**src/rtl/csum_engine.sv**
```systemverilog
module csum_engine #(
  parameter int W     = 16,
  parameter int AW    = 32,
  parameter int CW    = 16,
  parameter int LANES = 4
) (
  input  logic               clk,
  input  logic               rst_n,
  input  logic               start,
  input  logic [AW-1:0]      start_addr,
  input  logic [CW-1:0]      start_count,
  input  logic [W-1:0]       start_sum,
  output logic               rd_req,
  output logic [AW-1:0]      rd_addr,
  input  logic               rd_valid,
  input  logic [LANES*W-1:0] rd_data,
  input  logic               irq_pend,
  output logic               busy,
  output logic [W-1:0]       result,
  output logic               done,
  output logic               suspended,
  output logic [AW-1:0]      cur_addr,
  output logic [CW-1:0]      cur_count
);
  localparam int LB = $clog2(LANES);
  localparam logic [W-1:0] ONES = {W{1'b1}};

  typedef enum logic [1:0] {S_IDLE, S_FETCH, S_FOLD} state_t;

  state_t             state;
  logic [AW-1:0]      addr_q;
  logic [CW-1:0]      cnt_q;
  logic [W-1:0]       sum_q;
  logic [LANES*W-1:0] qbuf;
  logic               done_q, susp_q;

  logic [W-1:0]  word;
  logic [W:0]    raw_add;
  logic [W-1:0]  eac;
  logic [W-1:0]  next_sum;
  logic [AW-1:0] next_addr;
  logic [CW-1:0] next_cnt;
  logic          take;

  assign word      = qbuf[addr_q[LB-1:0]*W +: W];
  assign raw_add   = {1'b0, sum_q} + {1'b0, word};
  assign eac       = raw_add[W-1:0] + {{(W-1){1'b0}}, raw_add[W]};
  assign next_sum  = {eac[W-2:0], eac[W-1]};
  assign next_addr = addr_q + 1'b1;
  assign next_cnt  = cnt_q - 1'b1;
  assign take      = start && state == S_IDLE;

  assign busy      = state != S_IDLE;
  assign rd_req    = state == S_FETCH;
  assign rd_addr   = {addr_q[AW-1:LB], {LB{1'b0}}};
  assign cur_addr  = addr_q;
  assign cur_count = cnt_q;
  assign done      = done_q;
  assign suspended = susp_q;
  assign result    = (done_q && sum_q == ONES) ? '0 : sum_q;

  always_ff @(posedge clk) begin
    if (!rst_n) begin
      state  <= S_IDLE;
      addr_q <= '0;
      cnt_q  <= '0;
      sum_q  <= '0;
      qbuf   <= '0;
      done_q <= 1'b0;
      susp_q <= 1'b0;
    end else begin
      done_q <= 1'b0;
      susp_q <= 1'b0;
      case (state)
        S_IDLE: if (take) begin
          addr_q <= start_addr;
          cnt_q  <= start_count;
          sum_q  <= start_sum;
          if (start_count == '0) done_q <= 1'b1;
          else state <= S_FETCH;
        end
        S_FETCH: if (rd_valid) begin
          qbuf  <= rd_data;
          state <= S_FOLD;
        end
        S_FOLD: begin
          sum_q  <= next_sum;
          addr_q <= next_addr;
          cnt_q  <= next_cnt;
          if (next_cnt == '0) begin
            state  <= S_IDLE;
            done_q <= 1'b1;
          end else if (next_addr[LB-1:0] == '0) begin
            if (irq_pend) begin
              state  <= S_IDLE;
              susp_q <= 1'b1;
            end else begin
              state <= S_FETCH;
            end
          end
        end
        default: state <= S_IDLE;
      endcase
    end
  end


  pulse_excl_chk: assert property (@(posedge clk) disable iff (!rst_n)
    !(done && suspended));

  done_pulse_chk: assert property (@(posedge clk) disable iff (!rst_n)
    done |=> !done);

  zero_count_chk: assert property (@(posedge clk) disable iff (!rst_n)
    (start && !busy && start_count == '0) |=> done);

  no_ones_chk: assert property (@(posedge clk) disable iff (!rst_n)
    done |-> result != ONES);

  done_count_chk: assert property (@(posedge clk) disable iff (!rst_n)
    done |-> cur_count == '0);

  susp_bound_chk: assert property (@(posedge clk) disable iff (!rst_n)
    suspended |-> (cur_addr[LB-1:0] == '0 && cur_count != '0));

  busy_start_chk: assert property (@(posedge clk) disable iff (!rst_n)
    (busy && start && !done && !suspended) |=> $stable(cur_count) || !rd_req);

  req_hold_chk: assert property (@(posedge clk) disable iff (!rst_n)
    (rd_req && !rd_valid) |=> (rd_req && $stable(rd_addr)));
endmodule

```
**config.mk**
```make
export PLATFORM = sky130hd
export DESIGN_NAME = csum_engine
export DESIGN_NICKNAME = d
export VERILOG_FILES = /design/src/rtl/csum_engine.sv
export SDC_FILE = /design/constraint.sdc
export NUM_CORES = 1
export LEC_CHECK = 0
export BUFFER_PORTS_ARGS = -buffer_cell sky130_fd_sc_hd__buf_4
export CORE_UTILIZATION = 40
export CTS_CLUSTER_SIZE = 30
export DETAILED_ROUTE_END_ITERATION = 16
export PLACE_DENSITY_LB_ADDON = 0.1
export RECOVER_POWER = 25
export SLEW_MARGIN = 20
export SYNTH_ARGS = -nofsm -noshare
export SYNTH_HDL_FRONTEND = slang
export SYNTH_SLANG_ARGS = --single-unit
export TNS_END_PERCENT = 1
```
**constraint.sdc**
```tcl
create_clock -name clk -period 4.9 [get_ports clk]
set_clock_uncertainty 0.05 [all_clocks]
set_input_delay 0.245 -clock clk [delete_from_list [all_inputs] [get_ports clk]]
set_output_delay 0.245 -clock clk [all_outputs]
set_load 0.02 [all_outputs]
```
== Yosys cells after proc, flatten, opt, wreduce, memory -nomap -nowiden ==
Cells that the tools add are included.

* Add/subtract/negate cells: 4
* Equality and inequality tests: 7
* Shift-type cells: 1
* Mux-type cells: 19
* Bitwise logic cells: 3
* Reductions and logical operators: 12

{| class="wikitable"
|+ Operator list
! cell !! count
|-
| $pmux 16 s2 || 2
|-
| $pmux 32 s2 || 1
|-
| $shiftx 64x7->16 || 1
|-
| $mux 16 || 3
|-
| $add 32x1->32 const B || 1
|-
| $logic_not 16->1 || 2
|-
| $mux 32 || 1
|-
| $add 16x16->17 || 1
|-
| $add 16x1->16 || 1
|-
| $eq 16x16->1 const B || 1
|-
| $sub 16x1->16 const B || 1
|-
| $mux 2 || 5
|-
| $pmux 2 s3 || 1
|-
| $mux 1 || 5
|-
| $logic_not 2->1 || 2
|-
| $ne 2x2->1 const B || 2
|-
| $reduce_and 2->1 || 2
|-
| $reduce_and 4->1 || 1
|-
| $reduce_bool 2->1 || 2
|-
| $reduce_or 4->1 || 1
|-
| $ne 3x3->1 const B || 1
|-
| $not 1->1 || 3
|-
| $eq 2x1->1 const B || 1
|-
| $eq 2x2->1 const B || 1
|-
| other kinds (3) || 4
|}

* Register bits after elaboration: 132
* Input bits: 133
* Output and inout port bits: 100

== Logic depth before layout (Yosys ltp) ==
* Word-level depth: 5
* Mapped depth: 23

== Worst setup path before layout ==
OpenSTA, ideal clock, no wires.

* Path kind: register to register
* From: reg addr_q[0], in the netlist cur_addr[0]
* To: reg sum_q[13]
* Data arrival time: 4,540 ps
* Path slack: 178 ps
* Stages on the path, launching flop included: 23
* Buffers on the path: 2
* Clock period less this slack: 4,722 ps
* Cells stage by stage: dfxtp_1 > buf_2 > clkbuf_1 > mux4_2 > ha_1 > a21oi_1 > a211oi_2 > o21ai_2 > o21ai_2 > nand2_1 > nand2_1 > a21oi_1 > o21bai_1 > a21o_1 > ha_1 > ha_1 > nand2_1 > nand4bb_1 > nor3_2 > nand4_1 > xnor2_1 > o221ai_1 > a21oi_1

* Cells in the longest elaborated chain, start to end: 4

{| class="wikitable"
|+ RTL lines
! what !! line !! source
|-
| start: declaration || 31 || <nowiki>logic [AW-1:0] addr_q;</nowiki>
|-
| start signal: assignment || 76 || <nowiki>addr_q <= start_addr;</nowiki>
|-
| start signal: assignment || 88 || <nowiki>addr_q <= next_addr;</nowiki>
|-
| $shiftx 64x7->16 || 45 || <nowiki>assign word = qbuf[addr_q[LB-1:0]*W +: W];</nowiki>
|-
| $add 16x16->17 || 46 || <nowiki>assign raw_add = {1'b0, sum_q} + {1'b0, word};</nowiki>
|-
| $add 16x1->16 || 47 || <nowiki>assign eac = raw_add[W-1:0] + {{(W-1){1'b0}}, raw_add[W]};</nowiki>
|-
| $pmux 16 s2 || 74 || <nowiki>case (state)</nowiki>
|-
| end signal: assignment || 78 || <nowiki>sum_q <= start_sum;</nowiki>
|-
| end signal: assignment || 87 || <nowiki>sum_q <= next_sum;</nowiki>
|-
| end: declaration || 33 || <nowiki>logic [W-1:0] sum_q;</nowiki>
|}

No other way between the ends.
A chain may end at the register's enable or synchronous reset.

== Worst setup path after layout ==
Ends and elaborated chain as after synthesis.

==> metrics.txt <==
# TYPE chip_impl_metric gauge
chip_impl_metric{name="cp_data_required_time",unit="ps"} 5140
chip_impl_metric{name="place_congestion",unit=""} 0.879
chip_impl_metric{name="number_of_global_route_vias_before_repair",unit=""} 7069
chip_impl_metric{name="setup-violations-final",unit=""} 0
chip_impl_info{name="worst_setup_path_startpoint",value="cur_addr[0]"} 1
chip_impl_info{name="result_of_the_run",value="completed"} 1
chip_impl_metric{name="critical_path.max_fanout",unit=""} 15
chip_impl_metric{name="ir_drop",unit="V"} 0.000241
chip_impl_metric{name="cellLeakagePower",unit="nW"} 3.87
chip_impl_metric{name="post_synth_instance_area",unit="um2"} 7810
chip_impl_info{name="crit_path_start_kind",value="flop"} 1
chip_impl_metric{name="drt_pre_antenna_iters",unit=""} 5
chip_impl_metric{name="synth_cells",unit=""} 991
chip_impl_metric{name="insertion_delay",unit="ps"} 420
chip_impl_metric{name="netlist-cell-type-count",unit=""} 75
chip_impl_metric{name="tightestPinTransition",unit="ps"} 1020
chip_impl_metric{name="period_share",unit="%"} 91.4
chip_impl_metric{name="yosysWarningCount",unit=""} 0
chip_impl_metric{name="synth-edff-count",unit=""} 0
chip_impl_info{name="worst_reg2reg_endpoint",value="sum_q[13]"} 1
chip_impl_metric{name="grt_util_all_layers",unit="%"} 24.7
chip_impl_metric{name="wl_per_cell",unit="um"} 17.5
chip_impl_info{name="tritoncts",value="yes"} 1
chip_impl_metric{name="chipHeight",unit="um"} 142
chip_impl_metric{name="post_cts_buffers",unit=""} 0
chip_impl_metric{name="grt_first_pass_wirelength",unit="um"} 38600
chip_impl_metric{name="final-hold-violation-count",unit=""} 0
chip_impl_metric{name="finalSetupTns",unit="ps"} 0
chip_impl_info{name="cts-root-buf",value="clkbuf_16"} 1
chip_impl_metric{name="antenna_violations_before_repair",unit=""} 0
chip_impl_metric{name="period_needed",unit="ps"} 4480
chip_impl_metric{name="io_pins",unit=""} 233
chip_impl_metric{name="worst-r2r-cell-count",unit=""} 23
chip_impl_info{name="layout.cells.most_common_list",value="192 x nand2_1, 183 x buf_4, 131 x dfxtp_1"} 1
chip_impl_info{name="cpMaxStageDelayCell",value="fa_1"} 1
chip_impl_metric{name="finish.net_count",unit=""} 1308
chip_impl_metric{name="postPlaceCellArea",unit="um2"} 9480
chip_impl_metric{name="h-tree-depth",unit=""} 4
chip_impl_metric{name="yosysSeqAreaShare",unit="%"} 33.8
chip_impl_metric{name="drt_drc_violations_left",unit=""} 0
chip_impl_metric{name="path_clk_slew",unit="ps"} 70
chip_impl_metric{name="placementRows",unit=""} 50
chip_impl_metric{name="slew_headroom",unit="%"} 31.7
chip_impl_info{name="rsz_0062_raised_after_global_routing",value="no"} 1
chip_impl_info{name="crit_end",value="sum_q[13]"} 1
chip_impl_metric{name="die_width",unit="um"} 142
chip_impl_metric{name="start_util",unit="%"} 41.2
chip_impl_metric{name="number_of_register_bits_inferred_by_synthesis",unit=""} 132
chip_impl_metric{name="drv.max_cap_violation_count",unit=""} 0
chip_impl_metric{name="final_antenna_net_count",unit=""} 0
chip_impl_metric{name="layout-drive-gt1-share",unit="%"} 23.3
chip_impl_metric{name="final_area",unit="um2"} 9870
chip_impl_metric{name="cts-root-to-sink-buffers",unit=""} 2
chip_impl_metric{name="standard_cell_core_area",unit="um2"} 19000
chip_impl_metric{name="maxSlewViolCount",unit=""} 0
chip_impl_metric{name="power_density",unit="nW/um2"} 336
chip_impl_info{name="min_delay_worst_type",value="in -> reg"} 1
chip_impl_info{name="critical_path.endpoint_type",value="flop"} 1
chip_impl_metric{name="maximum_operating_frequency",unit="GHz"} 0.223
chip_impl_metric{name="cts.sinks",unit=""} 132
chip_impl_metric{name="fill_cells",unit=""} 1953
chip_impl_metric{name="reg2reg_setup_slack",unit="ps"} 420
chip_impl_metric{name="place.port_buffers",unit=""} 230
chip_impl_metric{name="synth-async-reset-ratio",unit="%"} 0
chip_impl_metric{name="insertedDiodeCount",unit=""} 0
chip_impl_metric{name="hpwlAfterDp",unit="um"} 18000
chip_impl_metric{name="vias_per_cell",unit=""} 5.49
chip_impl_metric{name="syn_avg_cell_area",unit="um2"} 7.89
chip_impl_metric{name="global_route.overflow_total",unit=""} 0
chip_impl_info{name="postSynth.topFlopCell",value="dfxtp_1"} 1
chip_impl_metric{name="wirelength",unit="um"} 24900
chip_impl_metric{name="flow.area_growth_from_synthesis",unit="%"} 26.3
chip_impl_info{name="worstPathCellList",value="buf_4 -> mux4_2 -> ha_1 -> inv_1 -> fa_1 -> nor2b_4 -> o31a_1 -> o21ai_2 -> o21ai_2 -> nand2_1 -> nand2_1 -> a21oi_1 -> o21bai_1 -> a21o_1 -> ha_1 -> ha_1 -> nand2_1 -> nand4bb_1 -> nor3_2 -> nand4_1 -> xnor2_1 -> o221ai_1 -> a21oi_1"} 1
chip_impl_info{name="layout_commonest_cell",value="nand2_1"} 1
chip_impl_metric{name="detailroute.via_count",unit=""} 7823
chip_impl_metric{name="place_inst",unit=""} 1393
chip_impl_metric{name="numCtsBuffers",unit=""} 17
chip_impl_metric{name="arrival",unit="ps"} 4720
chip_impl_metric{name="maximum_number_of_pins_on_one_net_before_global_route_repair",unit=""} 72
chip_impl_metric{name="slowest_delay",unit="ps"} 440
chip_impl_metric{name="drt_first_iter_violations",unit=""} 477
chip_impl_info{name="regToRegStartpoint",value="cur_addr[0]"} 1
chip_impl_metric{name="finalNonFillerCells",unit=""} 1426
chip_impl_metric{name="die-area",unit="um2"} 20100
chip_impl_info{name="crit_type",value="reg -> reg"} 1
-- cell usage after synthesis (6+ instances only) --
cell      number  area share [%]
a31oi_1        8            0.64
o221a_2        6            0.86
buf_4         33             3.2
inv_1         20            0.96
o22ai_1       12            0.96
a21oi_1      129             8.3
and2_1        19             1.5
dfxtp_1      132              34
nand2_1      193             9.3
ha_1          21             3.4
buf_1          6            0.29
o21ai_0       29             1.9
nor2_1        61             2.9
a211oi_1      19             1.8
nor4_1         7            0.56
xnor2_1       20             2.2
a22oi_1        6            0.58
o221ai_1      20             2.2
nor3_1        15            0.96
mux4_2        16             4.6
and3_1        13             1.0
nand4_1       12            0.96
clkbuf_1      57             2.7
nand3_1       27             1.7
xor2_1        14             1.6
-- critical path: cells and delay by family (launching register included) --
| family | cells | cell delay (ps) |
|---|---|---|
| multiplexers | 1 | 370 |
| AO/OA/AOI/OAI | 8 | 1140 |
| buffers and inverters | 2 | 270 |
| XOR/XNOR | 1 | 160 |
| AND/OR/NAND/NOR | 7 | 1080 |
| flip-flops | 1 | 300 |
| adder cells (fa/ha/maj) | 4 | 980 |
-- area by class of cell --
cell class | instances | area [um2] | area share [%]
clock buffer | 17 | 425 | 4.31
clock inverter | 15 | 170 | 1.72
inverter | 21 | 80.1 | 0.811
multi-input combinational | 740 | 4630 | 46.9
sequential | 132 | 2640 | 26.8
tap | 260 | 325 | 3.30
timing repair buffer | 241 | 1600 | 16.2
-- layer usage --
layer / vias to the layer above / track usage, % / part of all wire, %
li1: 3849 / - / -
met3: 19 / 4.05 / 5.7
met1: 3691 / 37.7 / 50
met4: 0 / 6.85 / 1.1
met5: - / 0 / 0
met2: 264 / 35.3 / 43
-- worst min path at each step --
stage | startpoint | to | slack (ps) | cells after the start
global placement | qbuf[52] | qbuf[52] | 390 | 2
CTS | rd_data[20] | qbuf[20] | 4 | 3
global route | rd_data[6] | qbuf[6] | 8 | 3
finish | rd_data[40] | qbuf[40] | 10 | 3
floorplan | irq_pend | suspended | 310 | 2
detailed placement | qbuf[30] | qbuf[30] | 400 | 2
-- report_power, final --
part | leakage [nW] | internal [W] | total, W | switching (W)
sequential | 1.08 | 0.00115 | 0.00125 | 0.000101
combinational | 2.50 | 0.000318 | 0.000765 | 0.000447
clock | 0.287 | 0.000763 | 0.00131 | 0.000543
-- flip-flops by register name (all words and copies together), names as in the netlist --
signal,flops
cur_addr,32
cur_count,16
sum_q,16
qbuf,64
done,1
suspended,1
state,2
-- kinds of logic after synthesis --
kind of cell,synth area share (%)
AOI/OAI and AO/OA,23.2
DFF,33.8
muxes,4.76
adders and majority gates,3.62
xor gates and xnor gates,4.23
buffers and inverters,7.40
and+or+nand+nor,22.9
other,0.0480
-- through the flow --
| step | hold slack, ps | setup WS (ps) | power [W] | utilization, % |
|---|---|---|---|---|
| final | 13.9 | 420 | 0.00332 | 52.1 |
| after global placement | 391 | 565 | 0.00207 | 50.0 |
| after floorplan | 313 | 178 | 0.00177 | - |
| after global routing | 7.57 | 105 | 0.00346 | 52.1 |
| after CTS | 3.55 | 404 | 0.00337 | 53.2 |
| after detailed placement | 397 | 462 | 0.00207 | 50.0 |
-- what timing repair did --
action / CTS / global route
resized for setup: 0 / 0
hold buffers: 1 / 0
hold endpoints to repair: 1 / 0
(Power assumes the default switching activity.)
